## src/rtl/seg_xlate_pkg.sv

```systemverilog
package seg_xlate_pkg;

   // outcome of one table lookup, passed from the lookup to the response stage
   typedef enum logic [1:0] {
      FLT_NONE    = 2'd0,
      FLT_INVALID = 2'd1,
      FLT_RANGE   = 2'd2
   } fault_e;

endpackage

```

## src/rtl/seg_table.sv

```systemverilog
module seg_table #(
   parameter int SEG_BITS = 2,
   parameter int BASE_W   = 16,
   parameter int LIM_W    = 15
) (
   input  logic                clk,
   input  logic                rst_n,
   input  logic                wr_en,
   input  logic                wr_priv,
   input  logic [SEG_BITS-1:0] wr_idx,
   input  logic [BASE_W-1:0]   wr_base,
   input  logic [LIM_W-1:0]    wr_limit,
   input  logic                wr_valid,
   input  logic [SEG_BITS-1:0] rd_idx,
   output logic [BASE_W-1:0]   rd_base,
   output logic [LIM_W-1:0]    rd_limit,
   output logic                rd_valid,
   output logic                prot_pulse
);
   localparam int NSEG = 1 << SEG_BITS;

   logic [NSEG-1:0][BASE_W-1:0] base_q;
   logic [NSEG-1:0][LIM_W-1:0]  limit_q;
   logic [NSEG-1:0]             valid_q;
   logic [NSEG-1:0]             hit;
   logic                        wr_ok;
   logic                        wr_denied;

   assign wr_ok     = wr_en &  wr_priv;
   assign wr_denied = wr_en & ~wr_priv;

   // per-entry write decode
   for (genvar i = 0; i < NSEG; i++) begin : g_dec
      assign hit[i] = wr_ok && (wr_idx == SEG_BITS'(i));
   end

   always_ff @(posedge clk) begin
      if (!rst_n) begin
         base_q  <= '0;
         limit_q <= '0;
         valid_q <= '0;
      end else begin
         for (int i = 0; i < NSEG; i++) begin
            if (hit[i]) begin
               base_q[i]  <= wr_base;
               limit_q[i] <= wr_limit;
               valid_q[i] <= wr_valid;
            end
         end
      end
   end

   always_ff @(posedge clk) begin
      if (!rst_n) prot_pulse <= 1'b0;
      else        prot_pulse <= wr_denied;
   end

   // read side sees the contents before any write at this edge
   assign rd_base  = base_q[rd_idx];
   assign rd_limit = limit_q[rd_idx];
   assign rd_valid = valid_q[rd_idx];

   p_user_nowrite_r6: assert property (@(posedge clk) disable iff (!rst_n)
      (wr_en && !wr_priv) |=> ($stable(base_q) && $stable(limit_q) && $stable(valid_q)));

   p_prot_set_r6: assert property (@(posedge clk) disable iff (!rst_n)
      (wr_en && !wr_priv) |=> prot_pulse);

   p_prot_clr_r6: assert property (@(posedge clk) disable iff (!rst_n)
      !(wr_en && !wr_priv) |=> !prot_pulse);

endmodule

```

## src/rtl/seg_lookup.sv

```systemverilog
module seg_lookup
   import seg_xlate_pkg::*;
#(
   parameter int OFF_W  = 14,
   parameter int BASE_W = 16,
   parameter int LIM_W  = 15
) (
   input  logic [OFF_W-1:0]  offset,
   input  logic [BASE_W-1:0] base,
   input  logic [LIM_W-1:0]  limit,
   input  logic              valid,
   output logic [BASE_W-1:0] paddr,
   output fault_e            fault
);
   logic [LIM_W-1:0] off_ext;
   logic             past_end;

   assign off_ext  = LIM_W'(offset);
   assign past_end = (off_ext >= limit);    // equal to limit is outside
   assign paddr    = base + BASE_W'(offset);

   always_comb begin
      if (!valid)        fault = FLT_INVALID;
      else if (past_end) fault = FLT_RANGE;
      else               fault = FLT_NONE;
   end

endmodule

```

## src/rtl/seg_xlate_top.sv

```systemverilog
module seg_xlate_top
   import seg_xlate_pkg::*;
#(
   parameter int VA_W     = 16,
   parameter int SEG_BITS = 2
) (
   input  logic                clk,
   input  logic                rst_n,
   input  logic                req_valid,
   input  logic [VA_W-1:0]     req_vaddr,
   output logic                rsp_valid,
   output logic [VA_W-1:0]     rsp_paddr,
   output logic                rsp_fault_invalid,
   output logic                rsp_fault_range,
   input  logic                cfg_wr_en,
   input  logic                cfg_priv,
   input  logic [SEG_BITS-1:0] cfg_seg,
   input  logic [VA_W-1:0]     cfg_base,
   input  logic [VA_W-SEG_BITS:0] cfg_limit,
   input  logic                cfg_valid,
   output logic                prot_violation
);
   localparam int OFF_W = VA_W - SEG_BITS;
   localparam int LIM_W = OFF_W + 1;

   if (SEG_BITS < 1 || SEG_BITS >= VA_W) begin : g_bad_split
      $error("seg_xlate_top: SEG_BITS must be in 1..VA_W-1");
   end
   if (VA_W < 4) begin : g_bad_width
      $error("seg_xlate_top: VA_W too small");
   end

   logic [SEG_BITS-1:0] seg_idx;
   logic [OFF_W-1:0]    seg_off;
   logic [VA_W-1:0]     tb_base;
   logic [LIM_W-1:0]    tb_limit;
   logic                tb_valid;
   logic [VA_W-1:0]     lk_paddr;
   fault_e              lk_fault;

   assign seg_idx = req_vaddr[VA_W-1 -: SEG_BITS];
   assign seg_off = req_vaddr[OFF_W-1:0];

   seg_table #(.SEG_BITS(SEG_BITS), .BASE_W(VA_W), .LIM_W(LIM_W)) u_table (
      .clk        (clk),
      .rst_n      (rst_n),
      .wr_en      (cfg_wr_en),
      .wr_priv    (cfg_priv),
      .wr_idx     (cfg_seg),
      .wr_base    (cfg_base),
      .wr_limit   (cfg_limit),
      .wr_valid   (cfg_valid),
      .rd_idx     (seg_idx),
      .rd_base    (tb_base),
      .rd_limit   (tb_limit),
      .rd_valid   (tb_valid),
      .prot_pulse (prot_violation)
   );

   seg_lookup #(.OFF_W(OFF_W), .BASE_W(VA_W), .LIM_W(LIM_W)) u_lookup (
      .offset (seg_off),
      .base   (tb_base),
      .limit  (tb_limit),
      .valid  (tb_valid),
      .paddr  (lk_paddr),
      .fault  (lk_fault)
   );

   always_ff @(posedge clk) begin
      if (!rst_n) begin
         rsp_valid         <= 1'b0;
         rsp_paddr         <= '0;
         rsp_fault_invalid <= 1'b0;
         rsp_fault_range   <= 1'b0;
      end else begin
         rsp_valid         <= req_valid;
         rsp_paddr         <= (req_valid && lk_fault == FLT_NONE) ? lk_paddr : '0;
         rsp_fault_invalid <= req_valid && (lk_fault == FLT_INVALID);
         rsp_fault_range   <= req_valid && (lk_fault == FLT_RANGE);
      end
   end

   p_latency_r7: assert property (@(posedge clk) disable iff (!rst_n)
      req_valid |=> rsp_valid);

   p_idle_quiet_r7: assert property (@(posedge clk) disable iff (!rst_n)
      !req_valid |=> (!rsp_valid && rsp_paddr == '0 && !rsp_fault_invalid && !rsp_fault_range));

   p_one_fault_r4: assert property (@(posedge clk) disable iff (!rst_n)
      !(rsp_fault_invalid && rsp_fault_range));

   p_fault_zero_addr_r3: assert property (@(posedge clk) disable iff (!rst_n)
      (rsp_fault_invalid || rsp_fault_range) |-> (rsp_paddr == '0));

endmodule

```

## config.mk

```make
export PLATFORM = sky130hd
export DESIGN_NAME = seg_xlate_top
export DESIGN_NICKNAME = d
export VERILOG_FILES = /design/src/rtl/seg_xlate_pkg.sv /design/src/rtl/seg_table.sv /design/src/rtl/seg_lookup.sv /design/src/rtl/seg_xlate_top.sv
export SDC_FILE = /design/constraint.sdc
export NUM_CORES = 1
export LEC_CHECK = 0
export CAP_MARGIN = 30
export CORE_ASPECT_RATIO = 1.1
export CORE_MARGIN = 5
export CORE_UTILIZATION = 29
export DETAILED_ROUTE_END_ITERATION = 6
export GPL_TIMING_DRIVEN = 0
export PLACE_DENSITY_LB_ADDON = 0.05
export REMOVE_ABC_BUFFERS = 1
export SLEW_MARGIN = 20
export SYNTH_ARGS = -nofsm -noshare
export SYNTH_HDL_FRONTEND = slang
export SYNTH_HIERARCHICAL = 1
export SYNTH_SLANG_ARGS = --single-unit
```

## constraint.sdc

```tcl
create_clock -name clk -period 2.9 [get_ports clk]
set_input_delay 0.58 -clock clk [delete_from_list [all_inputs] [get_ports clk]]
set_output_delay 0.58 -clock clk [all_outputs]
set_load 0.005 [all_outputs]
```

; ---- Word level (Yosys, flattened, before mapping)
; Cells that the tools add are included.
[totals]
output_inout_bits = 20
in_bits = 55
elab_cells = 46
ff_bits = 148
[classes]
n_bitwise = 3
muxes = 8
n_addsub = 1
reduce_logical = 10
order_cmp = 2
n_eq_ne = 5
[ops]
columns = cell, count
row1 = 16-bit binary-select mux with 2-bit select, 1
row2 = 15-bit binary-select mux with 2-bit select, 1
row3 = 16-bit by 14-bit adder with 16-bit output, 1
row4 = 16-bit two-way mux, 1
row5 = 14-bit by 15-bit >= comparator with 1-bit output, 1
row6 = 15-bit two-way mux, 1
row7 = 1-bit logical AND, 7
row8 = 2-bit == test (second input constant), 3
row9 = 2-bit by 1-bit == test with 1-bit output (second input constant), 2
row10 = 2-bit logical NOT, 2
row11 = 2-bit two-way mux, 2
row12 = 2-bit by 3-bit < comparator with 1-bit output (second input constant), 1
row13 = 1-bit AND, 2
row14 = 1-bit binary-select mux with 2-bit select, 1
row15 = 2-bit AND reduction, 1
row16 = 1-bit two-way mux, 1
row17 = 1-bit inverter, 1

; ---- Longest topological paths before layout
[depth]
word_depth = 8
ltp_mapped = 14
depth_no_buf = 10

; ---- Cells and area by module
; The synthesis kept the hierarchy.
[modules_own_cells]
columns = mod, n_inst, cells_each, area_each_um2
row1 = seg_table, 1, 493, 5495.3
row2 = seg_lookup, 1, 136, 1044.8
row3 = seg_xlate_top, 1, 41, 546.8

; ---- Worst setup path before layout
; OpenSTA, ideal clock, no wires.
[synth_path]
kind = input to register
from = input req_vaddr[14]
to = register rsp_paddr[12]
t_arrival_ns = 3.047
n_path_buf = 2
path_slack_ns = -0.264
cell_stages = 11
required_time_ns = 2.784
path_cell_list = buf_4 > buf_6 > mux4_2 > ha_1 > fa_1 > a21o_1 > a221oi_2 > o21a_2 > o21ai_1 > xor2_1 > and2_2
[synth_via]
word_cells_on_any_way = 13
classes_between = 1 x add/sub / 1 x order compare / 8 x mux / 3 x reduce/logical
[synth_rtl]
columns = element, line_no
row1 = "start, declared", seg_xlate_top.sv:10  ; input logic [VA_W-1:0] req_vaddr,
row2 = 16-bit binary-select mux with 2-bit select, seg_table.sv:59  ; assign rd_base = base_q[rd_idx];
row3 = 16-bit two-way mux (implied by the code), seg_table.sv:59
row4 = via tb_base[0], seg_xlate_top.sv:35  ; logic [VA_W-1:0] tb_base;
row5 = 16-bit by 14-bit adder with 16-bit output, seg_lookup.sv:20  ; assign paddr = base + BASE_W'(offset);
row6 = via lk_paddr[12], seg_xlate_top.sv:38  ; logic [VA_W-1:0] lk_paddr;
row7 = "end signal, assigned", seg_xlate_top.sv:77  ; rsp_paddr <= (req_valid && lk_fault == FLT_NONE) ? lk_paddr : '0;
row8 = "end, declared", seg_xlate_top.sv:12  ; output logic [VA_W-1:0] rsp_paddr,
; The timed path passes the listed nets, and every way through them passes these cells. The select of a mux whose other input is x is not followed.
; A chain may end at the register's enable or synchronous reset.

; ---- Worst setup path in the final report
[layout_path]
from = register u_table/limit_q[30] (netlist name)
to = register rsp_paddr[7]
[layout_via]
elab_chain_cells = 8
[layout_rtl]
columns = element, line_no
row1 = "start, declared", seg_table.sv:23  ; logic [NSEG-1:0][LIM_W-1:0] limit_q;
row2 = "start signal, assigned by index", seg_table.sv:46  ; limit_q[i] <= wr_limit;
row3 = 15-bit binary-select mux with 2-bit select, seg_table.sv:60  ; assign rd_limit = limit_q[rd_idx];
row4 = 15-bit two-way mux (implied by the code), seg_table.sv:60
row5 = via tb_limit[0], seg_xlate_top.sv:36  ; logic [LIM_W-1:0] tb_limit;
row6 = 14-bit by 15-bit >= comparator with 1-bit output, seg_lookup.sv:19  ; assign past_end = (off_ext >= limit);
row7 = 2-bit two-way mux, seg_lookup.sv:24  ; else if (past_end) fault = FLT_RANGE;
row8 = 2-bit two-way mux, seg_lookup.sv:23  ; if (!valid) fault = FLT_INVALID;
row9 = via lk_fault[1], seg_xlate_top.sv:39  ; fault_e lk_fault;
row10 = 2-bit logical NOT, seg_xlate_top.sv:77
row11 = 1-bit logical AND, seg_xlate_top.sv:77
row12 = 2-bit AND reduction (no line), -
; The timed path passes the listed nets, and every way through them passes these cells. The select of a mux whose other input is x is not followed.

==> results_dict.tcl <==
set metrics [dict create \
    p_comb_share_pct 9.5 \
    cts_made_buffers 17 \
    overflow 0 \
    slew_violations 0 \
    ys.flop_type "dfxtp_1" \
    peakVddDrop_v 0.000295 \
    crit_required_ns 3.25 \
    tightest_slew_ns 0.511 \
    p_sw_mw 1.16 \
    die_y_um 174 \
    synth_seq_cells 148 \
    yosys_warnings 6 \
    viasPerCell 4.72 \
    cap_viol_max_count 0 \
    status "completed" \
    max_freq_mhz 363 \
    p_leak_nw 3.87 \
    nets 818 \
    min-delay-start "u_table/base_q[2]" \
    slew_headroom_pct 65.9 \
    setup_viol 0 \
    rsz0062_at_grt "false" \
    reg2reg_slack_ns 0.15 \
    r2r_end "rsp_paddr[7]" \
    async_flop_share_pct 0 \
    hold_viol 0 \
    hold_ws_ns 0.456 \
    core_um2 24200 \
    dr.first_iter.drc_count 168 \
    vias 4987 \
    p_clk_share_pct 47.0 \
    synthesis.area_um2 7090 \
    clkLatencyLatePin_ns 0.42 \
    root_buffer "clkbuf_16" \
    layout_common_cells "nand2_1, dfxtp_1, mux2i_1, clkdlybuf4s50_1, mux4_2" \
    hold_path.class "reg2reg" \
    wl_per_cell_um 17.1 \
    antenna_found_initial 0 \
    r2r-start "u_table/limit_q[30]" \
    tritoncts "built" \
    finClkSkew_ns 0.0106 \
    grt_max_degree 101 \
    path_clk_slew_ns 0.06 \
    clock_sinks 148 \
    fin_crit_sh_pct 94.9 \
    yosysSeqAreaShare_pct 41.8 \
    grt_usage_pct 13.4 \
    syn_inst 670 \
    gp_congestion 0.750 \
    critPathMaxFanout 8 \
    ant_nets 0 \
    grt_pass1_wl_mm 29.3 \
    pwr-share-seq_pct 43.4 \
    worstSetupPathType "reg2reg" \
    synthDistinctLibCells 45 \
    initial_core_util_pct 29.2 \
    drive_gt1_share_pct 13.8 \
    crit_path_start_kind "register" \
    grt_pass1_vias 5330 \
    drc 0 \
    routed_wl_mm 18.1 \
    io_pins 75 \
    switching_share_pct 24.1 \
    cts.path.max_buffers 2 \
    die-area_um2 27700 \
    critPathCaptureType "register" \
    setup-tns-final_ns 0 \
    diodes 0 \
    avgSynthCellArea_um2 10.6 \
    worst_ep_arrival_time_ns 3.10 \
    die_x_um 159 \
    dp.final_hpwl_mm 12.3 \
    fill_cells 2423 \
    dr.pass1.iters 6 \
    min_to "u_table/base_q[2]" \
    synth_edf_count 0 \
    rows 60 \
    layout_min_cycle_time_ns 2.75 \
    intPower_mw 3.66 \
    power-per-cell-area_nw_per_um2 544 \
    final_common_cell "nand2_1" \
    hold_depth 2 \
    htreeDepth 4 \
    portBuffers 74 \
    syn_to_final_growth_pct 24.9 \
    reg2reg_depth 9 \
]
## layer usage
metal / up-vias / GRT usage (%) / wire length (um)
li1: 2480 / - / -
met1: 2416 / 16.8 / 8250
met2: 75 / 23.2 / 8990
met3: 16 / 2.40 / 509
met4: 0 / 4.91 / 362
met5: - / 0 / 0
## synthesized netlist by cell type, drive strengths merged, types with 8 or more instances
cell type    n  area share [%]
and2        17             1.7
inv         18            0.95
ha          28             4.9
dfxtp      148              42
clkbuf      15            0.79
a21oi       13             1.0
o21ai       12            0.90
xnor2        9             1.1
a21o         8            0.85
buf         25             2.8
nand2      168             8.9
mux4        32              10
mux2i      128              18
## how the worst max path moves through the flow
| stage | startpoint | to | slack (ns) | depth (start not counted) |
|---|---|---|---|---|
| global route | u_table/limit_q[45] | rsp_paddr[6] | 0.008 | 9 |
| finish | u_table/limit_q[30] | rsp_paddr[7] | 0.15 | 9 |
| CTS | u_table/limit_q[30] | rsp_paddr[6] | 0.05 | 9 |
| global placement | rst_n | u_table/limit_q[42] | -3.41 | 3 |
| floorplan | req_vaddr[14] | rsp_paddr[12] | 0.07 | 9 |
| detailed placement | req_vaddr[14] | rsp_paddr[2] | -1.17 | 10 |
## stage by stage
step | instances | setup WS [ns] | cell area [um^2] | total power [mW] | utilization, %
floorplan | 630 | 0.0671 | 6830 | 2.35 | -
global placement | 1014 | -3.41 | 7960 | 2.57 | 32.8
detailed placement | 1019 | -1.17 | 8090 | 2.58 | 33.4
CTS | 1056 | 0.0525 | 8830 | 4.90 | 36.4
global route | 1056 | 0.00803 | 8850 | 5.02 | 36.5
finish | 1056 | 0.148 | 8850 | 4.82 | 36.5
## cell type report
| cell class | instances | area (um^2) | share of cell area, % |
|---|---|---|---|
| sequential | 148 | 2960 | 33.5 |
| inverter | 18 | 67.6 | 0.763 |
| multi-input combinational | 465 | 3880 | 43.8 |
| tap | 310 | 388 | 4.38 |
| clock buffer | 17 | 425 | 4.80 |
| timing repair buffer | 84 | 952 | 10.8 |
| clock inverter | 14 | 179 | 2.02 |
## repair_timing
item / 4_1_cts / 5_1_grt
cloned: 2 / 0
gates resized for setup: 11 / 4
setup endpoints to repair: 18 / 16
setup buffers: 4 / 0
pin swaps: 4 / 3
hold buffers: 0 / 0
## critical path, cell delays in order, from the launching register on
cell,delay (ns)
dfxtp_1,0.31
mux4_2,0.49
ha_1,0.28
nand2b_1,0.16
a211oi_2,0.22
o21bai_1,0.12
a221oi_2,0.42
o21ai_4,0.12
and4bb_4,0.38
and2_1,0.17
## sequential cells by signal, indices dropped and copies added, names as in the netlist
signal	count
rsp_fault_invalid	1
u_table/base_q	64
rsp_fault_range	1
u_table/limit_q	60
u_table/prot_pulse	1
rsp_valid	1
u_table/valid_q	4
rsp_paddr	16
## power by group through the flow
stage / sequential, mW / clock [mW] / combinational, mW
after CTS: 2.09 / 2.34 / 0.467
after detailed placement: 2.14 / 0 / 0.442
after global routing: 2.10 / 2.42 / 0.507
after global placement: 2.14 / 0 / 0.437
after floorplan: 2.13 / 0 / 0.218
final: 2.09 / 2.27 / 0.458
## logic make-up after synthesis
group	Yosys count	synth area share [%]
simple gates	208	13.3
mux	160	28.2
flops	148	41.8
buf+inv	58	4.59
compound gates	54	5.19
fa+ha+maj	29	5.23
xor+xnor	13	1.61
No activity file was read; power rests on OpenSTA's default activity.
